`config.mk`:
```
export PLATFORM = sky130hd
export DESIGN_NAME = memcfg_switch_bank
export DESIGN_NICKNAME = d
export VERILOG_FILES = /design/src/rtl/memcfg_pkg.sv /design/src/rtl/memcfg_wr_decode.sv /design/src/rtl/memcfg_flag_bank.sv /design/src/rtl/memcfg_status_mux.sv /design/src/rtl/memcfg_switch_bank.sv
export SDC_FILE = /design/constraint.sdc
export NUM_CORES = 1
export LEC_CHECK = 0
export ABC_AREA = 1
export BUFFER_PORTS_ARGS = -buffer_cell sky130_fd_sc_hd__buf_2
export CAP_MARGIN = 20
export CORE_AREA = 2 2 39 41
export CTS_BUF_LIST = sky130_fd_sc_hd__clkbuf_4
export CTS_CLUSTER_SIZE = 8
export DETAILED_ROUTE_END_ITERATION = 6
export DIE_AREA = 0 0 41 43
export GPL_TIMING_DRIVEN = 0
export PLACE_DENSITY = 0.84
export SLEW_MARGIN = 20
export SYNTH_ARGS = -nofsm -noshare
export SYNTH_HDL_FRONTEND = slang
export SYNTH_SLANG_ARGS = --single-unit
```
`constraint.sdc`:
```
create_clock -name clk -period 2.35 [get_ports clk]
set_clock_uncertainty 0.2 [all_clocks]
set_input_delay 0.235 -clock clk [delete_from_list [all_inputs] [get_ports clk]]
set_output_delay 0.235 -clock clk [all_outputs]
set_load 0.005 [all_outputs]
```
`src/rtl/memcfg_pkg.sv`:
```
package memcfg_pkg;
   localparam int NUM_SW     = 6;
   localparam int SW_STORE80 = 0;
   localparam int SW_AUXRD   = 1;
   localparam int SW_AUXWR   = 2;
   localparam int SW_INTCX   = 3;
   localparam int SW_ALTZP   = 4;
   localparam int SW_SLOTC3  = 5;

   localparam int OFS_WR_END = 2 * NUM_SW;   // first offset past the switch range
   localparam int OFS_BANK2  = 'h11;
   localparam int OFS_RDRAM  = 'h12;
   localparam int OFS_ST_LO  = 'h13;         // first per-switch status offset

   localparam logic [NUM_SW-1:0] SW_RESET = '0;

   // status slot k (offset OFS_ST_LO + k) -> switch index
   function automatic int status_to_sw(input int k);
      return (k + 1) % NUM_SW;
   endfunction
endpackage

```
`src/rtl/memcfg_wr_decode.sv`:
```
module memcfg_wr_decode
   import memcfg_pkg::*;
#(
   parameter int ADDR_W = 8
) (
   input  logic              io_sel,
   input  logic              cpu_rw,
   input  logic [ADDR_W-1:0] cpu_addr,
   output logic [NUM_SW-1:0] upd_en,
   output logic              upd_val
);
   logic wr_cyc;
   assign wr_cyc  = io_sel && !cpu_rw;
   assign upd_val = cpu_addr[0];

   for (genvar p = 0; p < NUM_SW; p++) begin : g_pair
      assign upd_en[p] = wr_cyc && (cpu_addr[ADDR_W-1:1] == (ADDR_W-1)'(p));
   end
endmodule

```
`src/rtl/memcfg_flag_bank.sv`:
```
module memcfg_flag_bank
   import memcfg_pkg::*;
(
   input  logic              clk,
   input  logic              rst_n,
   input  logic [NUM_SW-1:0] upd_en,
   input  logic              upd_val,
   output logic [NUM_SW-1:0] flags
);
   for (genvar i = 0; i < NUM_SW; i++) begin : g_flag
      always_ff @(posedge clk or negedge rst_n) begin
         if (!rst_n)
            flags[i] <= SW_RESET[i];
         else if (upd_en[i])
            flags[i] <= upd_val;
      end
   end
endmodule

```
`src/rtl/memcfg_status_mux.sv`:
```
module memcfg_status_mux
   import memcfg_pkg::*;
#(
   parameter int ADDR_W = 8,
   parameter int DATA_W = 8
) (
   input  logic              io_sel,
   input  logic              cpu_rw,
   input  logic [ADDR_W-1:0] cpu_addr,
   input  logic [NUM_SW-1:0] flags,
   input  logic              bank2_in,
   input  logic              rdram_in,
   input  logic [DATA_W-1:0] float_in,
   output logic [DATA_W-1:0] rd_data
);
   localparam int TOP = DATA_W - 1;

   logic [NUM_SW-1:0] st_hit;
   logic [NUM_SW-1:0] st_val;

   for (genvar k = 0; k < NUM_SW; k++) begin : g_slot
      assign st_hit[k] = (cpu_addr == ADDR_W'(OFS_ST_LO + k));
      assign st_val[k] = flags[status_to_sw(k)];
   end

   always_comb begin
      rd_data = float_in;
      if (io_sel && cpu_rw) begin
         if (cpu_addr == ADDR_W'(OFS_BANK2))
            rd_data[TOP] = bank2_in;
         else if (cpu_addr == ADDR_W'(OFS_RDRAM))
            rd_data[TOP] = rdram_in;
         else if (|st_hit)
            rd_data[TOP] = |(st_hit & st_val);
      end
   end
endmodule

```
`src/rtl/memcfg_switch_bank.sv`:
```
module memcfg_switch_bank
   import memcfg_pkg::*;
#(
   parameter int ADDR_W = 8,
   parameter int DATA_W = 8
) (
   input  logic              clk,
   input  logic              rst_n,
   input  logic              io_sel,
   input  logic              cpu_rw,
   input  logic [ADDR_W-1:0] cpu_addr,
   input  logic              bank2_in,
   input  logic              rdram_in,
   input  logic [DATA_W-1:0] float_in,
   output logic [NUM_SW-1:0] sw_flags,
   output logic [DATA_W-1:0] rd_data
);
   if (ADDR_W < 5) begin : g_bad_addr
      $error("memcfg_switch_bank: ADDR_W must cover offset $18");
   end
   if (DATA_W < 2) begin : g_bad_data
      $error("memcfg_switch_bank: DATA_W must be at least 2");
   end

   logic [NUM_SW-1:0] upd_en;
   logic              upd_val;

   memcfg_wr_decode #(.ADDR_W(ADDR_W)) u_dec (
      .io_sel   (io_sel),
      .cpu_rw   (cpu_rw),
      .cpu_addr (cpu_addr),
      .upd_en   (upd_en),
      .upd_val  (upd_val)
   );

   memcfg_flag_bank u_bank (
      .clk     (clk),
      .rst_n   (rst_n),
      .upd_en  (upd_en),
      .upd_val (upd_val),
      .flags   (sw_flags)
   );

   memcfg_status_mux #(.ADDR_W(ADDR_W), .DATA_W(DATA_W)) u_mux (
      .io_sel   (io_sel),
      .cpu_rw   (cpu_rw),
      .cpu_addr (cpu_addr),
      .flags    (sw_flags),
      .bank2_in (bank2_in),
      .rdram_in (rdram_in),
      .float_in (float_in),
      .rd_data  (rd_data)
   );
endmodule

```
## After elaboration in Yosys (flattened, before gate mapping)

Cells that the tools add are included.

- Flip-flop bits (word level): 6
- Input port bits: 22
- Output and inout bits: 14
- Word-level logic and storage cells: 36

- Equal/unequal tests: 13
- Multiplexer cells: 4
- Bitwise operators: 1
- Reductions and logical operators: 12

Operator list:

| operator | number |
|---|---|
| $eq 8x5->1 const B | 8 |
| $eq 7x2->1 const B | 2 |
| $eq 7x3->1 const B | 2 |
| $reduce_or 6->1 | 2 |
| $logic_and 1x1->1 | 8 |
| $eq 7x1->1 const B | 1 |
| $logic_not 7->1 | 1 |
| $and 6x6->6 | 1 |
| $mux 1 | 4 |
| $logic_not 1->1 | 1 |

## Logic depth before layout (Yosys ltp)

- Depth after elaboration: 7
- Mapped depth: 11
- Gate-level depth less buffers: 11

## Cells and area by module

A second synthesis with hierarchy kept.

- Cell total of the unflattened synthesis: 115
- Area total of the unflattened synthesis: 630.6 um^2

Modules (own cells, without submodules):

| module | instances | cells an instance | area each (um^2) | sequential area each (um^2) |
|---|---|---|---|---|
| memcfg_status_mux | 1 | 58 | 275.3 | 0.0 |
| memcfg_flag_bank | 1 | 30 | 240.2 | 150.1 |
| memcfg_wr_decode | 1 | 27 | 115.1 | 0.0 |

## Worst setup path after synthesis

No wires, ideal clock.

- Path kind: in2out
- Start: input cpu_addr[7]
- End: output rd_data[7]
- Arrival: 942 ps
- Path slack: 973 ps
- Cell stages on the path: 9
- Path buffers: 0
- Path through: inv_1 nand2_2 nor2_4 nand3_1 or2_0 nand2_1 nand2_1 nand2_1 nand2_1

- Word-level cells in the longest chain between the ends: 7

RTL lines:

| item | RTL line | RTL |
|---|---|---|
| start, declared | memcfg_switch_bank.sv:11 | `input logic [ADDR_W-1:0] cpu_addr,` |
| $eq 8x5->1 | memcfg_status_mux.sv:22 | `assign st_hit[k] = (cpu_addr == ADDR_W'(OFS_ST_LO + k));` |
| $and 6x6->6 | memcfg_status_mux.sv:34 | `rd_data[TOP] = \|(st_hit & st_val);` |
| $reduce_or 6->1 | memcfg_status_mux.sv:34 |  |
| $mux 1 | memcfg_status_mux.sv:33 | `else if (\|st_hit)` |
| $mux 1 | memcfg_status_mux.sv:31 | `else if (cpu_addr == ADDR_W'(OFS_RDRAM))` |
| $mux 1 * | memcfg_status_mux.sv:29 | `if (cpu_addr == ADDR_W'(OFS_BANK2))` |
| $mux 1 * | memcfg_status_mux.sv:28 | `if (io_sel && cpu_rw) begin` |
| end, declared | memcfg_switch_bank.sv:16 | `output logic [DATA_W-1:0] rd_data` |

Mark *: on every way between the ends. The rest lies on a longest branch, timed or not.

## Worst setup path after layout

- Start: register u_bank.flags[2]
- End: output rd_data[7]

- Word-level cells in the longest chain between the ends: 6

RTL lines:

| item | RTL line | RTL |
|---|---|---|
| start, declared | memcfg_flag_bank.sv:8 | `output logic [NUM_SW-1:0] flags` |
| start signal, assigned by index | memcfg_flag_bank.sv:13 | `flags[i] <= SW_RESET[i];` |
| start signal, assigned by index | memcfg_flag_bank.sv:15 | `flags[i] <= upd_val;` |
| $and 6x6->6 | memcfg_status_mux.sv:34 |  |
| $reduce_or 6->1 | memcfg_status_mux.sv:34 |  |
| $mux 1 | memcfg_status_mux.sv:33 |  |
| $mux 1 | memcfg_status_mux.sv:31 |  |
| $mux 1 | memcfg_status_mux.sv:29 |  |
| $mux 1 | memcfg_status_mux.sv:28 |  |

Every way passes these cells.

==> out/qor.yml <==
global_route:
  grt-ovfl-total: 0
  globalRouteTotalUtil: 0.169
  antenna_found_initial: 0
  grt_pass1_wl_um: 2140
  grt_pass1_vias: 575
  grt_max_degree: 7
detailed_routing:
  vias: 650
  routed_wl_um: 1350
  drt_iter0_drc: 16
  firstDrtPassIters: 4
  antenna_left: 0
  vias_per_cell: 4.74
  drc: 0
  wire_per_inst_um: 9.84
sta:
  fmax_mhz: 565
  rsz0062_at_grt: "false"
  slew_headroom: 0.775
  setup_slack_ps: 579
  post-route-period-util: 0.754
  finalCriticalPeriod_ps: 1770
  fin_setup_tns_ps: 0
  slew_viol_final: 0
  worst-slew-pin-transition_ps: 336
  hold_viol: 0
  setup_viol: 0
floorplanning:
  ioPinCount: 36
  placementRows: 14
  die_w_um: 41
  start_util: 0.420
  core_mm2: 0.00138
  die_area_mm2: 0.00176
  die_h_um: 43
pwr:
  p_sw_frac: 0.274
  power.density_mw_per_mm2: 363
  power.share.combinational: 0.282
  internal_power_uw: 203
  clock_power_share: 0.317
  peakVddDrop_uv: 283
  pwr-share-seq: 0.400
  p_leak_nw: 0.455
  switching_power_uw: 76.9
critical_path:
  critPathLaunchType: "flop"
  slowest_stage: "dfrtp_1"
  reg2reg_depth: 1
  path_cells: "nand3_1 > o21ai_0 > o21bai_1 > nand3_1 > nand2_1 > nand2_1 > nand2_1 > nand2_1 > buf_2"
  cp-startpoint: "u_bank.flags[2]"
  reg2reg_slack_ps: 1390
  slowest_delay_ps: 400
  cp_data_required_time_ps: 1910
  crit_family: "flip-flops"
  cp-endpoint: "rd_data[7]"
  worst-endpoint-arrival_ps: 1340
  path_depth: 9
  cp-end-kind: "primary output"
  path_buf_inv: 1
  cp_max_fo: 3
  critical_path_class: "reg2out"
  worstReg2RegStart: "u_bank.flags[3]"
  crit_top_cell: "nand2_1"
  r2r_end: "u_bank.flags[3]"
placed_design:
  finalWeightedCongestion: 0.930
  dp_hpwl_um: 1150
  place_ws_ps: 672
  port_buffers: 28
cells_and_area:
  mostFrequentLayoutCells: "28 x buf_2, 19 x nand2_1, 13 x nor2_1"
  nets: 145
  area_delta_synth_final_pct: 33.2
  fillers: 138
  largest_reg_flops: 6
  final_common_cell: "buf_2"
  num_antenna_cells: 0
  final_util: 0.559
  reg.largest.list: "u_bank.flags (6)"
  largest-register: "u_bank.flags"
  drive_gt1_frac: 0.421
clock_tree:
  cts_max_path_buffers: 2
  cts_sinks: 6
  insertion_delay_ps: 230
  cts_buffers: 3
  root_buffer: "clkbuf_4"
  cts_tree: "yes"
  clk_pin_slew_ps: 40
  cts_setup_buffers: 0
  cts-htree-levels: 1
job:
  cap_viol_max_count: 0
synthesis:
  syn_area_per_cell_um2: 6.52
  yosys_warnings: 0
  synthCells: 89
  synthesis.area_um2: 581
  ys_types: 19
  ys_seq_elements: 6
  syn_nets: 111
  seq_area_frac_synth: 0.259
outcome:
  outcome: "complete, no violations"
hold_path:
  min_path_type: "in2reg"
[per-layer routing]
| layer | global-route usage | part of all wire |
|---|---|---|
| met1 | 0.214 | 0.41 |
| met2 | 0.284 | 0.51 |
| met3 | 0.00524 | 0.079 |
| met4 | 0.0667 | 0 |
| met5 | 0 | 0 |
[stage by stage]
| stage | hold slack, ps | power, mW | area, um2 | cells |
|---|---|---|---|---|
| after floorplan | -261 | 0.155 | 581 | 89 |
| after global placement | -141 | 0.189 | 741 | 133 |
| after detailed placement | -136 | 0.191 | 741 | 133 |
| after CTS | 122 | 0.284 | 773 | 137 |
| after global routing | 119 | 0.305 | 773 | 137 |
| final | 130 | 0.280 | 773 | 137 |
[final cells by class]
cell class / count / area [um2] / area share
clock buffers: 3 / 22.5 / 0.0291
well taps: 16 / 20.0 / 0.0259
inverters: 14 / 52.6 / 0.0680
flip-flops and latches: 6 / 150 / 0.194
repair buffers: 29 / 150 / 0.194
multi-input cells: 62 / 325 / 0.421
plain buffers: 7 / 52.6 / 0.0680
[logic make-up after synthesis]
logic type,count (synthesis),synth area share
multiplexers,1,0.0259
AO/OA/AOI/OAI,8,0.0776
buffers and inverters,21,0.181
AND/OR/NAND/NOR,53,0.457
flip-flops,6,0.259
[worst min path at each step]
stage	start	endpoint	depth (start not counted)
CTS	cpu_addr[0]	u_bank.flags[3]	2
floorplan	rst_n	u_bank.flags[0]	0
global placement	rst_n	u_bank.flags[3]	1
global route	cpu_addr[0]	u_bank.flags[3]	2
finish	cpu_addr[0]	u_bank.flags[3]	2
detailed placement	rst_n	u_bank.flags[5]	1
[Yosys cell counts]
master	n	share of area
a21oi_1	2	0.017
buf_4	7	0.091
dfrtp_1	6	0.26
inv_1	10	0.065
inv_2	4	0.026
mux2_4	1	0.026
nand2_1	19	0.12
nand2_2	2	0.022
nand2_4	1	0.019
nand3_1	9	0.078
nand3_2	1	0.017
nand4_1	3	0.032
nor2_1	13	0.084
nor2_2	1	0.011
nor2_4	2	0.039
nor4_2	1	0.022
o21ai_0	4	0.034
o21bai_1	2	0.026
or2_0	1	0.011
[repair_timing]
| action | CTS | global route |
|---|---|---|
| endpoints found under the hold margin | 6 | 0 |
| hold buffers | 1 | 0 |
| resized for setup | 0 | 0 |
[power by group through the flow]
stage / logic (mW) / clock network (mW) / registers [mW]
finish: 0.0792 / 0.0890 / 0.112
global route: 0.0893 / 0.103 / 0.113
CTS: 0.0797 / 0.0926 / 0.112
detailed placement: 0.0780 / 0 / 0.114
global placement: 0.0760 / 0 / 0.113
floorplan: 0.0414 / 0 / 0.114
Note: power is estimated with default switching activity, not from simulation.
